<file path="config.mk">
export PLATFORM = sky130hd
export DESIGN_NAME = oet_sorter
export DESIGN_NICKNAME = d
export VERILOG_FILES = /design/src/rtl/sorter_pkg.sv /design/src/rtl/cas_cell.sv /design/src/rtl/sort_ctrl.sv /design/src/rtl/sort_chain.sv /design/src/rtl/oet_sorter.sv
export SDC_FILE = /design/constraint.sdc
export NUM_CORES = 1
export LEC_CHECK = 0
export BUFFER_PORTS_ARGS = -buffer_cell sky130_fd_sc_hd__buf_2
export CAP_MARGIN = 20
export CELL_PAD_IN_SITES_DETAIL_PLACEMENT = 0
export CELL_PAD_IN_SITES_GLOBAL_PLACEMENT = 1
export CORE_MARGIN = 1
export CORE_UTILIZATION = 56
export DETAILED_ROUTE_END_ITERATION = 10
export HOLD_SLACK_MARGIN = 0.05
export PLACE_DENSITY = 0.86
export SYNTH_ARGS = -nofsm -noshare
export SYNTH_HDL_FRONTEND = slang
export SYNTH_SLANG_ARGS = --single-unit
export TNS_END_PERCENT = 10
</file>
<file path="constraint.sdc">
create_clock -name clk -period 4.7 [get_ports clk]
set_input_delay 0.94 -clock clk [delete_from_list [all_inputs] [get_ports clk]]
set_output_delay 0.94 -clock clk [all_outputs]
set_load 0.005 [all_outputs]
</file>
<file path="src/rtl/sorter_pkg.sv">
package sorter_pkg;

    typedef enum logic [1:0] {
        ST_IDLE  = 2'd0,
        ST_SORT  = 2'd1,
        ST_DRAIN = 2'd2
    } sort_state_e;

    typedef enum logic [2:0] {
        OP_HOLD   = 3'd0,
        OP_LOAD   = 3'd1,
        OP_SORT_A = 3'd2,
        OP_SORT_B = 3'd3,
        OP_DRAIN  = 3'd4
    } chain_op_e;

endpackage

</file>
<file path="src/rtl/cas_cell.sv">
module cas_cell #(
    parameter int W = 8
) (
    input  logic [W-1:0] a,
    input  logic [W-1:0] b,
    output logic [W-1:0] lo,
    output logic [W-1:0] hi
);
    logic swap;

    assign swap = (a > b);
    assign lo   = swap ? b : a;
    assign hi   = swap ? a : b;
endmodule

</file>
<file path="src/rtl/sort_ctrl.sv">
module sort_ctrl
    import sorter_pkg::*;
#(
    parameter int N = 48
) (
    input  logic      clk,
    input  logic      rst_n,
    input  logic      in_valid,
    input  logic      start,
    output chain_op_e op,
    output logic      busy,
    output logic      done,
    output logic      out_valid
);
    localparam int CW = (N > 2) ? $clog2(N) : 1;
    localparam logic [CW-1:0] LAST = CW'(N - 1);

    typedef struct packed {
        sort_state_e   state;
        logic [CW-1:0] cnt;
        logic          done;
    } ctrl_t;

    ctrl_t ctrl_d, ctrl_q;

    always_comb begin
        ctrl_d      = ctrl_q;
        ctrl_d.done = 1'b0;
        op          = OP_HOLD;
        unique case (ctrl_q.state)
            ST_IDLE: begin
                if (start) begin
                    ctrl_d.state = ST_SORT;
                    ctrl_d.cnt   = '0;
                end else if (in_valid) begin
                    op = OP_LOAD;
                end
            end
            ST_SORT: begin
                op = ctrl_q.cnt[0] ? OP_SORT_B : OP_SORT_A;
                if (ctrl_q.cnt == LAST) begin
                    ctrl_d.state = ST_DRAIN;
                    ctrl_d.cnt   = '0;
                    ctrl_d.done  = 1'b1;
                end else begin
                    ctrl_d.cnt = ctrl_q.cnt + 1'b1;
                end
            end
            ST_DRAIN: begin
                op = OP_DRAIN;
                if (ctrl_q.cnt == LAST) begin
                    ctrl_d.state = ST_IDLE;
                    ctrl_d.cnt   = '0;
                end else begin
                    ctrl_d.cnt = ctrl_q.cnt + 1'b1;
                end
            end
            default: begin
                ctrl_d.state = ST_IDLE;
                ctrl_d.cnt   = '0;
            end
        endcase
    end

    always_ff @(posedge clk or negedge rst_n) begin
        if (!rst_n) begin
            ctrl_q <= '{state: ST_IDLE, cnt: '0, done: 1'b0};
        end else begin
            ctrl_q <= ctrl_d;
        end
    end

    assign busy      = (ctrl_q.state != ST_IDLE);
    assign done      = ctrl_q.done;
    assign out_valid = (ctrl_q.state == ST_DRAIN);

    AST_BUSY_AFTER_START: assert property (@(posedge clk) disable iff (!rst_n)
        (!busy && start) |=> busy);
    AST_IDLE_NO_OP_WHEN_BUSY: assert property (@(posedge clk) disable iff (!rst_n)
        busy |-> (op != OP_LOAD));
    AST_CNT_IN_RANGE: assert property (@(posedge clk) disable iff (!rst_n)
        ctrl_q.cnt <= LAST);
    AST_DONE_PULSE: assert property (@(posedge clk) disable iff (!rst_n)
        done |=> !done);
    AST_DONE_WITH_VALID: assert property (@(posedge clk) disable iff (!rst_n)
        done |-> out_valid);
    AST_VALID_IMPLIES_BUSY: assert property (@(posedge clk) disable iff (!rst_n)
        out_valid |-> busy);
endmodule

</file>
<file path="src/rtl/sort_chain.sv">
module sort_chain
    import sorter_pkg::*;
#(
    parameter int N = 48,
    parameter int W = 8
) (
    input  logic         clk,
    input  logic         rst_n,
    input  chain_op_e    op,
    input  logic [W-1:0] in_data,
    output logic [W-1:0] out_data
);
    localparam int NP = N - 1;

    typedef struct packed {
        logic [N-1:0][W-1:0] regs;
    } chain_t;

    chain_t chain_d, chain_q;

    logic [W-1:0] pair_lo [NP];
    logic [W-1:0] pair_hi [NP];

    for (genvar g = 0; g < NP; g++) begin : g_pair
        cas_cell #(.W(W)) u_cas (
            .a (chain_q.regs[g]),
            .b (chain_q.regs[g+1]),
            .lo(pair_lo[g]),
            .hi(pair_hi[g])
        );
    end

    always_comb begin
        chain_d = chain_q;
        unique case (op)
            OP_LOAD, OP_DRAIN: begin
                for (int i = 0; i < NP; i++) begin
                    chain_d.regs[i] = chain_q.regs[i+1];
                end
                chain_d.regs[N-1] = (op == OP_LOAD) ? in_data : '0;
            end
            OP_SORT_A: begin
                for (int i = 0; i < NP; i++) begin
                    if ((i % 2) == 0) begin
                        chain_d.regs[i]   = pair_lo[i];
                        chain_d.regs[i+1] = pair_hi[i];
                    end
                end
            end
            OP_SORT_B: begin
                for (int i = 0; i < NP; i++) begin
                    if ((i % 2) == 1) begin
                        chain_d.regs[i]   = pair_lo[i];
                        chain_d.regs[i+1] = pair_hi[i];
                    end
                end
            end
            default: chain_d = chain_q;
        endcase
    end

    always_ff @(posedge clk or negedge rst_n) begin
        if (!rst_n) begin
            chain_q <= '0;
        end else begin
            chain_q <= chain_d;
        end
    end

    assign out_data = chain_q.regs[0];

    AST_LOAD_AT_TOP: assert property (@(posedge clk) disable iff (!rst_n)
        (op == OP_LOAD) |=> (chain_q.regs[N-1] == $past(in_data)));
    AST_DRAIN_SHIFT: assert property (@(posedge clk) disable iff (!rst_n)
        (op == OP_DRAIN) |=> (chain_q.regs[0] == $past(chain_q.regs[1])));
    AST_DRAIN_ZERO_FILL: assert property (@(posedge clk) disable iff (!rst_n)
        (op == OP_DRAIN) |=> (chain_q.regs[N-1] == '0));
    AST_PAIR_A_ORDERED: assert property (@(posedge clk) disable iff (!rst_n)
        (op == OP_SORT_A) |=> (chain_q.regs[0] <= chain_q.regs[1]));
    AST_HOLD_STABLE: assert property (@(posedge clk) disable iff (!rst_n)
        (op == OP_HOLD) |=> $stable(chain_q.regs));
endmodule

</file>
<file path="src/rtl/oet_sorter.sv">
module oet_sorter
    import sorter_pkg::*;
#(
    parameter int N = 48,
    parameter int W = 8
) (
    input  logic         clk,
    input  logic         rst_n,
    input  logic         in_valid,
    input  logic [W-1:0] in_data,
    input  logic         start,
    output logic         busy,
    output logic         done,
    output logic         out_valid,
    output logic [W-1:0] out_data
);
    chain_op_e op;

    sort_ctrl #(.N(N)) u_ctrl (
        .clk      (clk),
        .rst_n    (rst_n),
        .in_valid (in_valid),
        .start    (start),
        .op       (op),
        .busy     (busy),
        .done     (done),
        .out_valid(out_valid)
    );

    sort_chain #(.N(N), .W(W)) u_chain (
        .clk     (clk),
        .rst_n   (rst_n),
        .op      (op),
        .in_data (in_data),
        .out_data(out_data)
    );

    AST_DRAIN_ASCENDING: assert property (@(posedge clk) disable iff (!rst_n)
        (out_valid && $past(out_valid) && !done) |-> (out_data >= $past(out_data)));
endmodule

</file>
==> impl_results.md, run 1 <==
* Outcome: completed
* Cell count after placement at about 3500
* Hold buffers post-CTS at 0
* Die W at around 230 µm
* Fmax at 0.322 GHz
* Setup tns final at 0 ns
* Most frequent CP cell: buf_4
* Final Total Pwr at slightly above 8000 µW
* Critical path, cell by cell: nand3b_1 -> buf_4 -> buf_4 -> o41ai_2 -> nor2_2 -> mux2i_1
* Post-synthesis cell type count at 53
* Slew HR at a little over a quarter
* Core Area at about 0.049 mm²
* Vias at approximately 21000
* Routed Antenna Nets at 0
* Worst hold path type: in -> async
* Syn-to-layout area delta at 8.42%
* Slowest cell on crit path: nand3b_1
* CP delay by family, top: simple AND/OR/NAND/NOR gates
* Crit path buffers/inverters at 2
* Post-route DRC at 0
* CP peak stage delay at approximately 0.85 ns
* Clock Latency Late Sink at between 0.5 and 0.6 ns
* Syn avg cell area at between 9 and 10 µm²
* HPWL Detailed at 49.3 mm
* Cts repair resizes at 0
* R2r worst-path depth at 6
* Top-Level Pins at 23
* Post-synth top flop: dfrtp_1
* FF-to-FF End: u_chain.chain_q[199]
* Via density at just under 6
* Cells after synthesis at 2834
* Tmin final at 3.11 ns
* Post-synth ARST share at between 90% and 100%
* Leakage at about 0.017 µW
* Startpoint class of the critical path: flop
* Initial antenna violation count at 0
* Clock Pin Slew Worst Setup and Hold Paths at ~0.060 ns
* Largest net degree at the start of global routing at roughly 120
* CP arrival at around 3.6 ns
* Remaining global-route overflow at 0
* Die area at roughly 0.051 mm²
* Postcts setup bufs at 0
* RD Place Congestion at 0.888
* Routed Wire Length at between 60 and 70 mm
* VDD IR max at 0.256 mV
* Global Route Usage Sum at between 20% and 30%
* RSZ-0062 raised after global routing: false
* PwrDens at about 270 mW/mm²
* Kind of end point of the critical path: flop
* Final Hold Fails at 0
* Ys Warns at 0
* Die H at about 230 µm
* Crit Path Category: reg -> reg
* Worst r2r src: u_ctrl.ctrl_q[8]
* Drt pass-1 iters at 5
* Clock Skews at 0.0171 ns
* Worst endpoint required time at around 5.1 ns
* CP max FO at 24
* Largest cells by area after synthesis: dfrtp_1, mux2i_1, ha_1, inv_1, a21oi_1
* Post-synthesis sequential area ratio at between 30% and 40%
* # rows at roughly 80
* Post-Synthesis Net Count at roughly 3200
* Post-Synthesis Cell Area at between 0.02 and 0.03 mm²
* Starting Density at between 50% and 60%
* DRT iter0 DRCs at around 1200
* Root Driver: clkbuf_16
* Synth Register Bits at about 400
* Vias in the first global route at 22300
* CTS tree: yes
* Share of cells above drive strength 1 at 7.27%
* Fin nets at between 3000 and 4000
* R2R setup slack at around 1.6 ns
* Clock sink count at approximately 390
* Endpoints failing setup at 0
* H-tree Lvls at 2
* Wire per inst at 18.7 µm
* Least-Margin Pin Slew at between 1 and 1.5 ns
* Clk buf depth at 3
* Cell taking the most area after synthesis: dfrtp_1
* First-pass GRT wire length at roughly 110 mm
* Port Buffers at 22
* Final Util at 61.8%
* Antenna cells at 0
* # Max-Cap Violations at 0
* Final Cycle Share at between 60 and 70%
* CTS buffer count at 47
* Slew Viols, Final at 0
* Final std cells w/o fill at between 3000 and 4000
* EDFF count, synth at 0
* Post-synth top area share at a little over a third
## sequential cells by signal (all words and copies together) (netlist names)
signal            count
u_chain.chain_q     376
u_ctrl.done           1
u_chain.out_data      8
u_ctrl.ctrl_q         8
## synthesized netlist by cell type, types with 3 or more instances
cell        n
o211ai_1   61
a22oi_1     7
buf_4      17
nand3_1     3
inv_1     400
a211oi_1   23
nand2b_1    4
clkbuf_1   43
o21a_1      7
nor2b_1    56
o21ai_0    40
a21oi_1   283
a222oi_1    8
a21oi_2     3
buf_2      18
nor2_1    226
o41ai_2    20
nor2_2     26
a211o_1    17
a21o_1      5
nand4_1   111
nor2_4     17
nand2_1    15
nor3_1     46
and3_1      4
a31oi_1    16
mux2i_1   551
buf_1       6
a22o_1      5
dfrtp_1   393
ha_1      377
## worst max-delay path by stage
stage | end | startpoint | slack [ns] | cells after the start
after floorplan | u_chain.chain_q[192] | in_valid | 2.28 | 7
after global routing | u_chain.chain_q[198] | u_ctrl.ctrl_q[7] | 1.41 | 6
after global placement | u_chain.chain_q[10] | in_valid | 1.46 | 8
final | u_chain.chain_q[199] | u_ctrl.ctrl_q[8] | 1.59 | 6
after detailed placement | u_chain.chain_q[9] | in_valid | 1.35 | 8
after CTS | u_chain.chain_q[196] | u_ctrl.ctrl_q[8] | 1.59 | 6
## area by class of cell
type                            instances  area [µm²]
Tap cell                              664         831
Multi-Input combinational cell       1955       16200
Timing Repair Buffer                   57         483
Clock buffer                           67        1350
Fill cell                            4109       18800
Clock inverter                         16        97.6
Sequential cell                       393        9830
Inverter                              400        1500
## placed cells by master (no fill, tap or decap), types with 40 or more instances in the layout
cell type  instances
a21oi_1          283
clkbuf_16         48
dfrtp_1          393
ha_1             377
inv_1            400
mux2i_1          551
nand4_1          111
nor2_1           226
nor2b_1           56
nor3_1            45
o211ai_1          61
o21ai_0           40
## power breakdown
part | total [µW] | switching [µW] | leakage [µW] | internal (µW)
registers | 3660 | 158 | 0.00491 | 3500
clock network | 3500 | 1510 | 0.000724 | 2000
logic | 1130 | 651 | 0.0110 | 479
## worst register-to-register path, delay by kind of cell (launching register included)
family / cells / cell delay [ns]
buffers and inverters: 2 / 0.76
AND/OR/NAND/NOR: 2 / 1.07
flip-flops: 1 / 0.44
AO/OA/AOI/OAI: 1 / 0.52
multiplexers: 1 / 0.17
## layer usage
metal,wire [µm],share of wire [%],global-route usage (%)
met1,29300,44,33.5
met2,33200,50,48.1
met3,1860,2.8,2.79
met4,2180,3.3,10.8
met5,0,0,0
## through the flow
step | worst slack (ns) | hold WS [ns] | instance area [µm²]
after floorplan | 2.28 | 0.479 | 27900
after global placement | 1.46 | 0.514 | 28900
after detailed placement | 1.35 | 0.526 | 28900
after CTS | 1.59 | 0.458 | 30300
after global routing | 1.41 | 0.504 | 30300
final | 1.59 | 0.437 | 30300
## kinds of logic after synthesis
family | after synthesis | share of synthesized area (%)
AO/OA/AOI/OAI | 505 | 11.5
AND/OR/NAND/NOR | 519 | 9.68
flip-flops | 393 | 35.2
multiplexers | 552 | 19.8
XOR/XNOR | 2 | 0.0627
adder cells (fa/ha/maj) | 377 | 16.9
buffers and inverters | 486 | 6.89
No activity file was read; power rests on OpenSTA's default activity.
==> inputs of run 2 (changes only) <==
--- a/config.mk
+++ b/config.mk
@@ -5,15 +5,16 @@
 export SDC_FILE = /design/constraint.sdc
 export NUM_CORES = 1
 export LEC_CHECK = 0
+export ABC_AREA = 1
 export BUFFER_PORTS_ARGS = -buffer_cell sky130_fd_sc_hd__buf_2
 export CAP_MARGIN = 20
 export CELL_PAD_IN_SITES_DETAIL_PLACEMENT = 0
 export CELL_PAD_IN_SITES_GLOBAL_PLACEMENT = 1
 export CORE_MARGIN = 1
-export CORE_UTILIZATION = 56
+export CORE_UTILIZATION = 48
 export DETAILED_ROUTE_END_ITERATION = 10
 export HOLD_SLACK_MARGIN = 0.05
-export PLACE_DENSITY = 0.86
+export PLACE_DENSITY = 0.81
 export SYNTH_ARGS = -nofsm -noshare
 export SYNTH_HDL_FRONTEND = slang
 export SYNTH_SLANG_ARGS = --single-unit
==> constraint.sdc (replaced) <==
create_clock -name clk -period 3.1 [get_ports clk]
set_input_delay 0.62 -clock clk [delete_from_list [all_inputs] [get_ports clk]]
set_output_delay 0.62 -clock clk [all_outputs]
set_load 0.005 [all_outputs]
==> impl_results.md, run 2 <==
* Via density at 5.24 (-12%)
* Die H at 252 µm (+12%)
* Worst endpoint required time at 3.64 ns (-1.50 ns)
* Slew Viols, Final at 0 (unchanged)
* Syn avg cell area at 6.94 µm² (-30%)
* Remaining global-route overflow at 0 (unchanged)
* Startpoint class of the critical path: flop
* Ys Warns at 0 (unchanged)
* Clock Pin Slew Worst Setup and Hold Paths at 0.06 ns (about the same)
* Drt pass-1 iters at 5 (unchanged)
* Hold buffers post-CTS at 1 (+1)
* Post-synth top flop: dfrtp_1
* HPWL Detailed at 55.8 mm (+13%)
* Least-Margin Pin Slew at 0.745 ns (-0.346 ns)
* Syn-to-layout area delta at 10.2%
* Port Buffers at 22 (unchanged)
* Largest cells by area after synthesis: dfrtp_1, nand2_1, ha_1, nand4_1, inv_1
* Clk buf depth at 3 (unchanged)
* Vias in the first global route at 26800 (+20%)
* Clock Power Share at 52.6% (+10 points)
* Share of cells above drive strength 1 at 5.16% (-2.1 points)
* Fin nets at 4735 (+46%)
* Sw power at 2480 µW (+7.3%)
* CP max FO at 30 (+25%)
* Starting Density at 48.6% (-8.3 points)
* Multi-input combinational cell area at 0.0173 mm² (+6.7%)
* Post-route DRC at 0 (unchanged)
* # Max-Cap Violations at 0 (unchanged)
* Postcts setup bufs at 0 (unchanged)
* CTS tree: yes
* Post-synthesis sequential area ratio at 32.7% (-2.5 points)
* Setup tns final at 0 ns (unchanged)
* Critical path, cell by cell: inv_1 -> nand2_2 -> nor2_4 -> buf_12 -> buf_4 -> nand2_1 -> nand3_1 -> nand2_1 -> nand2_1
* # rows at 91 (+12%)
* Routed Wire Length at 76.4 mm (+15%)
* Cell taking the most area after synthesis: dfrtp_1
* Die W at 252 µm (+12%)
* Antenna cells at 0 (unchanged)
* RSZ-0062 raised after global routing: false
* Slowest cell on crit path: nand3_1
* Commonest cells after routing, fill and taps aside: nand2_1, inv_1, nand4_1
* Post-synthesis cell type count at 27 (-49%)
* Synth top cells by count: nand2_1, inv_1, nand4_1
* DRT iter0 DRCs at 1569 (+32%)
* Largest net degree at the start of global routing at 67 (-42%)
* Sequential fraction of design power at 46.1% (+1.9 points)
* Clock sink count at 393 (unchanged)
* Post-Synthesis Net Count at 4722 (+47%)
* Cell count after placement at 5130 (+48%)
* Register name with the most flops: u_chain.chain_q
* Crit path buffers/inverters at 3 (+1)
* CP peak stage delay at 0.40 ns (-0.45 ns)
* Crit Path Category: reg -> reg
* Outcome: completed
* Final std cells w/o fill at 5220 (+47%)
* Vias at 27400 (+29%)
* Endpoints failing setup at 0 (unchanged)
* Kind of end point of the critical path: flop
* Cts repair resizes at 0 (unchanged)
* Post-synth ARST share at 100% (unchanged)
* Wire per inst at 14.6 µm (-22%)
* Cells after synthesis at 4333 (+53%)
* VDD IR max at 0.357 mV (+39%)
* Most common cell in the netlist: nand2_1
* Leakage at 0.0176 µW (+5.5%)
* Most frequent CP cell: nand2_1
* Clock Latency Late Sink at 0.61 ns (+0.02 ns)
* Worst hold path type: in -> reg
* Routed Antenna Nets at 0 (unchanged)
* Initial antenna violation count at 1 (+1)
* Sw frac at 22.3% (-5.6 points)
* Die area at 0.0637 mm² (+25%)
* Post-synth top area share at 32.7% (-2.5 points)
* CTS buffer count at 50 (+6.4%)
* Commonest non-fill, non-tap cell in the layout: nand2_1
* PwrDens at 336 mW/mm² (+23%)
* Number of flip-flops under the largest register name at 376 (unchanged)
* CP arrival at 2.95 ns (-0.60 ns)
* Global Route Usage Sum at 24.7% (-2.4 points)
* Placement Cell Area at 0.0315 mm² (+9.2%)
* Clock Skews at 0.0301 ns (+0.0129 ns)
* Core Area at 0.0618 mm² (+26%)
* First-pass GRT wire length at 132 mm (+19%)
* Synth Register Bits at 393 (unchanged)
* Final Hold Fails at 0 (unchanged)
* CP delay by family, top: simple AND/OR/NAND/NOR gates
* RD Place Congestion at 0.820 (-7.6%)
* P_int at 8640 µW (+45%)
* Fmax at 0.414 GHz (+29%)
* H-tree Lvls at 2 (unchanged)
* Slew HR at 50.0% (+23 points)
* Logic pwr share at 1.3% (-12 points)
* Top-Level Pins at 23 (unchanged)
* Root Driver: clkbuf_16
* Final Cycle Share at 77.9% (+12 points)
* Post-route cell area at 0.0331 mm² (+9.3%)
* EDFF count, synth at 0 (unchanged)
* Tmin final at 2.41 ns (-0.694 ns)
* Post-Synthesis Cell Area at 0.0301 mm² (+7.6%)
* Filler cell count at 6253 (+52%)
* Reg area at 0.00983 mm² (unchanged)
run 2: cell types whose count changed after synthesis, moves of 60 or more:
cell	previous run	this run
nand2_1	15	1691
buf_2	18	78
a21oi_1	283	109
nand4_1	111	407
o21ai_0	40	376
o211ai_1	61	0
nor2_1	226	115
inv_1	400	552
mux2i_1	551	0
run 2: power by group through the flow:
stage	registers, µW	logic (µW)	clock network [µW]
finish	5130	139	5850
global route	5130	165	6170
CTS	5130	149	5990
detailed placement	5220	148	0
global placement	5220	148	0
floorplan	5220	1.89	0
run 2: path summary, 6_finish.rpt:
kind                                           from                   end  slack [ns]  cells past startpoint
worst max-delay path               u_ctrl.ctrl_q[8]  u_chain.chain_q[257]        0.69                      9
max in group asynchronous                     rst_n  u_chain.chain_q[105]        1.71                      3
worst min register to register  u_chain.chain_q[57]   u_chain.chain_q[57]        0.53                      2
worst max register to register     u_ctrl.ctrl_q[8]  u_chain.chain_q[257]        0.69                      9
worst min-delay path                     in_data[3]  u_chain.chain_q[379]        0.33                      5
min in group asynchronous                     rst_n   u_chain.out_data[2]        0.59                      2
run 2: per-stage QoR:
step | hold slack [ns] | setup WS [ns] | total power (µW) | utilization [%]
floorplan | 0.324 | 1.26 | 5230 | -
global placement | 0.511 | 0.666 | 5370 | 51.0
detailed placement | 0.522 | 0.624 | 5370 | 51.0
CTS | 0.306 | 0.702 | 11300 | 53.6
global route | 0.339 | 0.398 | 11500 | 53.6
finish | 0.333 | 0.685 | 11100 | 53.6
run 2: routing by layer:
layer	track usage, %	vias to the layer above	wire (µm)
met2	40.5	429	34800
met3	2.48	77	2690
met5	0	-	0
met4	4.99	0	1080
met1	35.2	12600	37900
li1	-	14300	-
run 2: cells by family (layout without fill, tap and decap cells):
group,count (synthesis),count (layout),share of synthesized area [%]
compound gates,539,539,9.38
xor+xnor,4,4,0.117
fa+ha+maj,377,377,15.7
buf+inv,738,788,9.87
flops,393,393,32.7
simple gates,2282,2282,32.2
run 2: area by class of cell:
| class | count | area share [%] |
|---|---|---|
| sequential | 393 | 29.7 |
| tap | 837 | 3.16 |
| clock inverter | 9 | 0.298 |
| multi-input combinational | 3202 | 52.2 |
| clock buffer | 80 | 4.57 |
| inverter | 553 | 6.27 |
| timing repair buffer | 146 | 3.82 |
run 2: worst reg2reg max path, cell delays in order, from the launching register on:
cell	delay, ns
dfrtp_1	0.39
inv_1	0.09
nand2_2	0.17
nor2_4	0.32
buf_12	0.26
buf_4	0.24
nand2_1	0.29
nand3_1	0.40
nand2_1	0.11
nand2_1	0.07
==> inputs of run 3 (changes only) <==
--- a/config.mk
+++ b/config.mk
@@ -5,16 +5,16 @@
 export SDC_FILE = /design/constraint.sdc
 export NUM_CORES = 1
 export LEC_CHECK = 0
-export ABC_AREA = 1
+export ABC_AREA = 0
 export BUFFER_PORTS_ARGS = -buffer_cell sky130_fd_sc_hd__buf_2
 export CAP_MARGIN = 20
 export CELL_PAD_IN_SITES_DETAIL_PLACEMENT = 0
 export CELL_PAD_IN_SITES_GLOBAL_PLACEMENT = 1
 export CORE_MARGIN = 1
-export CORE_UTILIZATION = 48
+export CORE_UTILIZATION = 47
 export DETAILED_ROUTE_END_ITERATION = 10
 export HOLD_SLACK_MARGIN = 0.05
-export PLACE_DENSITY = 0.81
+export PLACE_DENSITY = 0.77
 export SYNTH_ARGS = -nofsm -noshare
 export SYNTH_HDL_FRONTEND = slang
 export SYNTH_SLANG_ARGS = --single-unit
==> constraint.sdc (replaced) <==
create_clock -name clk -period 2.15 [get_ports clk]
set_input_delay 0.43 -clock clk [delete_from_list [all_inputs] [get_ports clk]]
set_output_delay 0.43 -clock clk [all_outputs]
set_load 0.005 [all_outputs]
==> impl_results.md, run 3 (synthesized netlist as in run 1, its figures left out) <==
* Outcome: finished with violations
* Violated checks: setup timing
* H-tree Lvls at 2 (unchanged)
* Kind of end point of the critical path: flop
* Cell count after placement at 3771 (-26%)
* Routed Wire Length at 71.1 mm (-6.9%)
* Min-delay src: in_data[2]
* DRT iter0 DRCs at 1257 (-20%)
* Final Cycle Share at 107% (+29 points)
* Final Hold Fails at 0 (unchanged)
* CTS buffer count at 49 (-2.0%)
* Placement Cell Area at 0.0307 mm² (-2.6%)
* Share of cells above drive strength 1 at 16.1% (+11 points)
* FF-to-FF End: u_chain.chain_q[163]
* RD Place Congestion at 0.884 (+7.8%)
* PwrDens at 565 mW/mm² (+68%)
* Syn-to-layout area delta at 18.6%
* First-pass GRT wire length at 116 mm (-12%)
* Largest net degree at the start of global routing at 61 (-9.0%)
* Register name with the most flops: u_chain.chain_q
* CP delay by family, top: simple AND/OR/NAND/NOR gates
* Top-Level Pins at 23 (unchanged)
* Die H at 246 µm (-2.6%)
* Die area at 0.0604 mm² (-5.1%)
* Hold EP: u_chain.chain_q[378]
* Worst hold path type: in -> reg
* Worst setup margin at -0.157 ns (-0.842 ns)
* Critical path, cell by cell: ha_1 -> nand4_1 -> nor3_1 -> or3_1 -> a221o_2 -> nor2_8 -> mux2i_2
* Least-Margin Pin Slew at 0.805 ns (+0.0602 ns)
* Slowest cell on crit path: dfrtp_1
* Vias at 21800 (-20%)
* Slew HR at 46.1% (-3.9 points)
* Die W at 246 µm (-2.6%)
* R2R setup slack at -0.16 ns (-0.84 ns)
* CP arrival at 2.81 ns (-0.14 ns)
* CTS tree: yes
* Hold Path Stages at 3 (-2)
* Port Buffers at 22 (unchanged)
* Core Area at 0.0589 mm² (-4.7%)
* Dpl ws at -0.275 ns (-0.899 ns)
* Via density at 5.63 (+7.3%)
* R2r worst-path depth at 7 (-2)
* Worst endpoint required time at 2.65 ns (-0.99 ns)
* Clock Skews at 0.0324 ns (+0.00236 ns)
* CP peak stage delay at 0.41 ns (about the same)
* Final Util at 56.2% (+2.7 points)
* Final std cells w/o fill at 3883 (-26%)
* Clock Latency Late Sink at 0.60 ns (about the same)
* Clk buf depth at 3 (unchanged)
* Startpoint class of the critical path: flop
* CP max FO at 8 (-73%)
* Number of flip-flops under the largest register name at 376 (unchanged)
* Vias in the first global route at 22400 (-16%)
* Crit path buffers/inverters at 0 (-3)
* Worst r2r src: u_chain.chain_q[157]
* Commonest cells after routing, fill and taps aside: mux2i_1, inv_1, dfrtp_1
* Routed Antenna Nets at 0 (unchanged)
* Fmax at 0.434 GHz (+4.7%)
* Leakage at 0.0179 µW (+2.2%)
* Endpoints failing setup at 102 (+102)
* Wire per inst at 18.3 µm (+25%)
* Post-route cell area at 0.0331 mm² (about the same)
* Fin nets at 3465 (-27%)
* Global Route Usage Sum at 23.6% (-1.1 points)
* # rows at 89 (-2.2%)
* Crit Path Category: reg -> reg
* Drt pass-1 iters at 5 (unchanged)
* Tmin final at 2.31 ns (-0.108 ns)
* RSZ-0062 raised after global routing: true
* Initial antenna violation count at 0 (-1)
* Commonest non-fill, non-tap cell in the layout: mux2i_1
* Clock Pin Slew Worst Setup and Hold Paths at 0.06 ns (about the same)
* Root Driver: clkbuf_16
* Post-route DRC at 0 (unchanged)
* # Max-Cap Violations at 0 (unchanged)
* VDD IR max at 0.587 mV (+64%)
* Slew Viols, Final at 0 (unchanged)
* Starting Density at 47.4% (-1.2 points)
* Remaining global-route overflow at 0 (unchanged)
* HPWL Detailed at 53.0 mm (-5.0%)
* Clock sink count at 393 (unchanged)
## run 3: cell count changes in the layout (fill, tap and decap cells not counted), moves of 158 or more
cell,before,now
nand2_1,1691,15
mux2i_1,0,549
o21ai_0,376,39
nand4_1,407,111
a21oi_1,109,268
inv_1,552,394
## run 3: layout make-up
| class | instances | area (µm²) |
|---|---|---|
| repair buffers | 277 | 2570 |
| diodes | 1 | 2.50 |
| multi-input cells | 1955 | 16700 |
| clock buffers | 73 | 1460 |
| clock inverters | 11 | 97.6 |
| fillers | 5062 | 25800 |
| inverters | 400 | 1500 |
| flip-flops and latches | 393 | 9840 |
| well taps | 773 | 967 |
## run 3: power by group
part / leakage (µW) / internal [µW] / switching [µW]
sequential: 0.00490 / 7660 / 286
clock: 0.000772 / 4770 / 3380
combinational: 0.0123 / 1120 / 1510
## run 3: worst max path at each step
stage,endpoint,slack [ns],cells past startpoint,from
after detailed placement,u_chain.chain_q[222],-0.27,8,start
after floorplan,u_chain.chain_q[368],0.11,9,u_chain.chain_q[369]
after CTS,u_chain.chain_q[163],-0.14,7,u_chain.chain_q[155]
final,u_chain.chain_q[163],-0.16,7,u_chain.chain_q[157]
after global routing,u_chain.chain_q[133],-0.24,9,u_ctrl.ctrl_q[8]
after global placement,u_chain.chain_q[220],-0.22,8,start
## run 3: stage by stage
stage / TNS, ns / total power, µW / hold slack [ns]
4_1_cts: -7.12 / 18900 / 0.0943
3_3_place_gp: -23.14 / 10600 / 0.338
6_report: -6.74 / 18700 / 0.124
2_1_floorplan: 0 / 9780 / 0.134
3_5_place_dp: -35.69 / 10700 / 0.340
5_1_grt: -27.40 / 19600 / 0.127
## run 3: repair_timing
action / CTS / global route
resized for setup: 35 / 83
setup buffers: 14 / 10
gates cloned: 1 / 1
hold endpoints to repair: 44 / 0
pin swaps: 7 / 39
setup endpoints to repair: 188 / 377
hold buffers: 1 / 0
## run 3: routing by layer
layer,global-route usage (%),up-vias,share of wire [%],routed length [µm]
met5,0,-,0,0
met4,7.07,0,2.2,1540
met1,33.1,10800,49,34600
li1,-,10600,-,-
met3,2.90,117,3.3,2340
met2,37.8,348,46,32600
## run 3: worst register-to-register path: cells and delay by family (launching register included)
| kind | cells | cell delay, ns |
|---|---|---|
| simple gates | 4 | 0.78 |
| fa+ha+maj | 1 | 0.33 |
| flops | 1 | 0.41 |
| mux | 1 | 0.28 |
| compound gates | 1 | 0.41 |
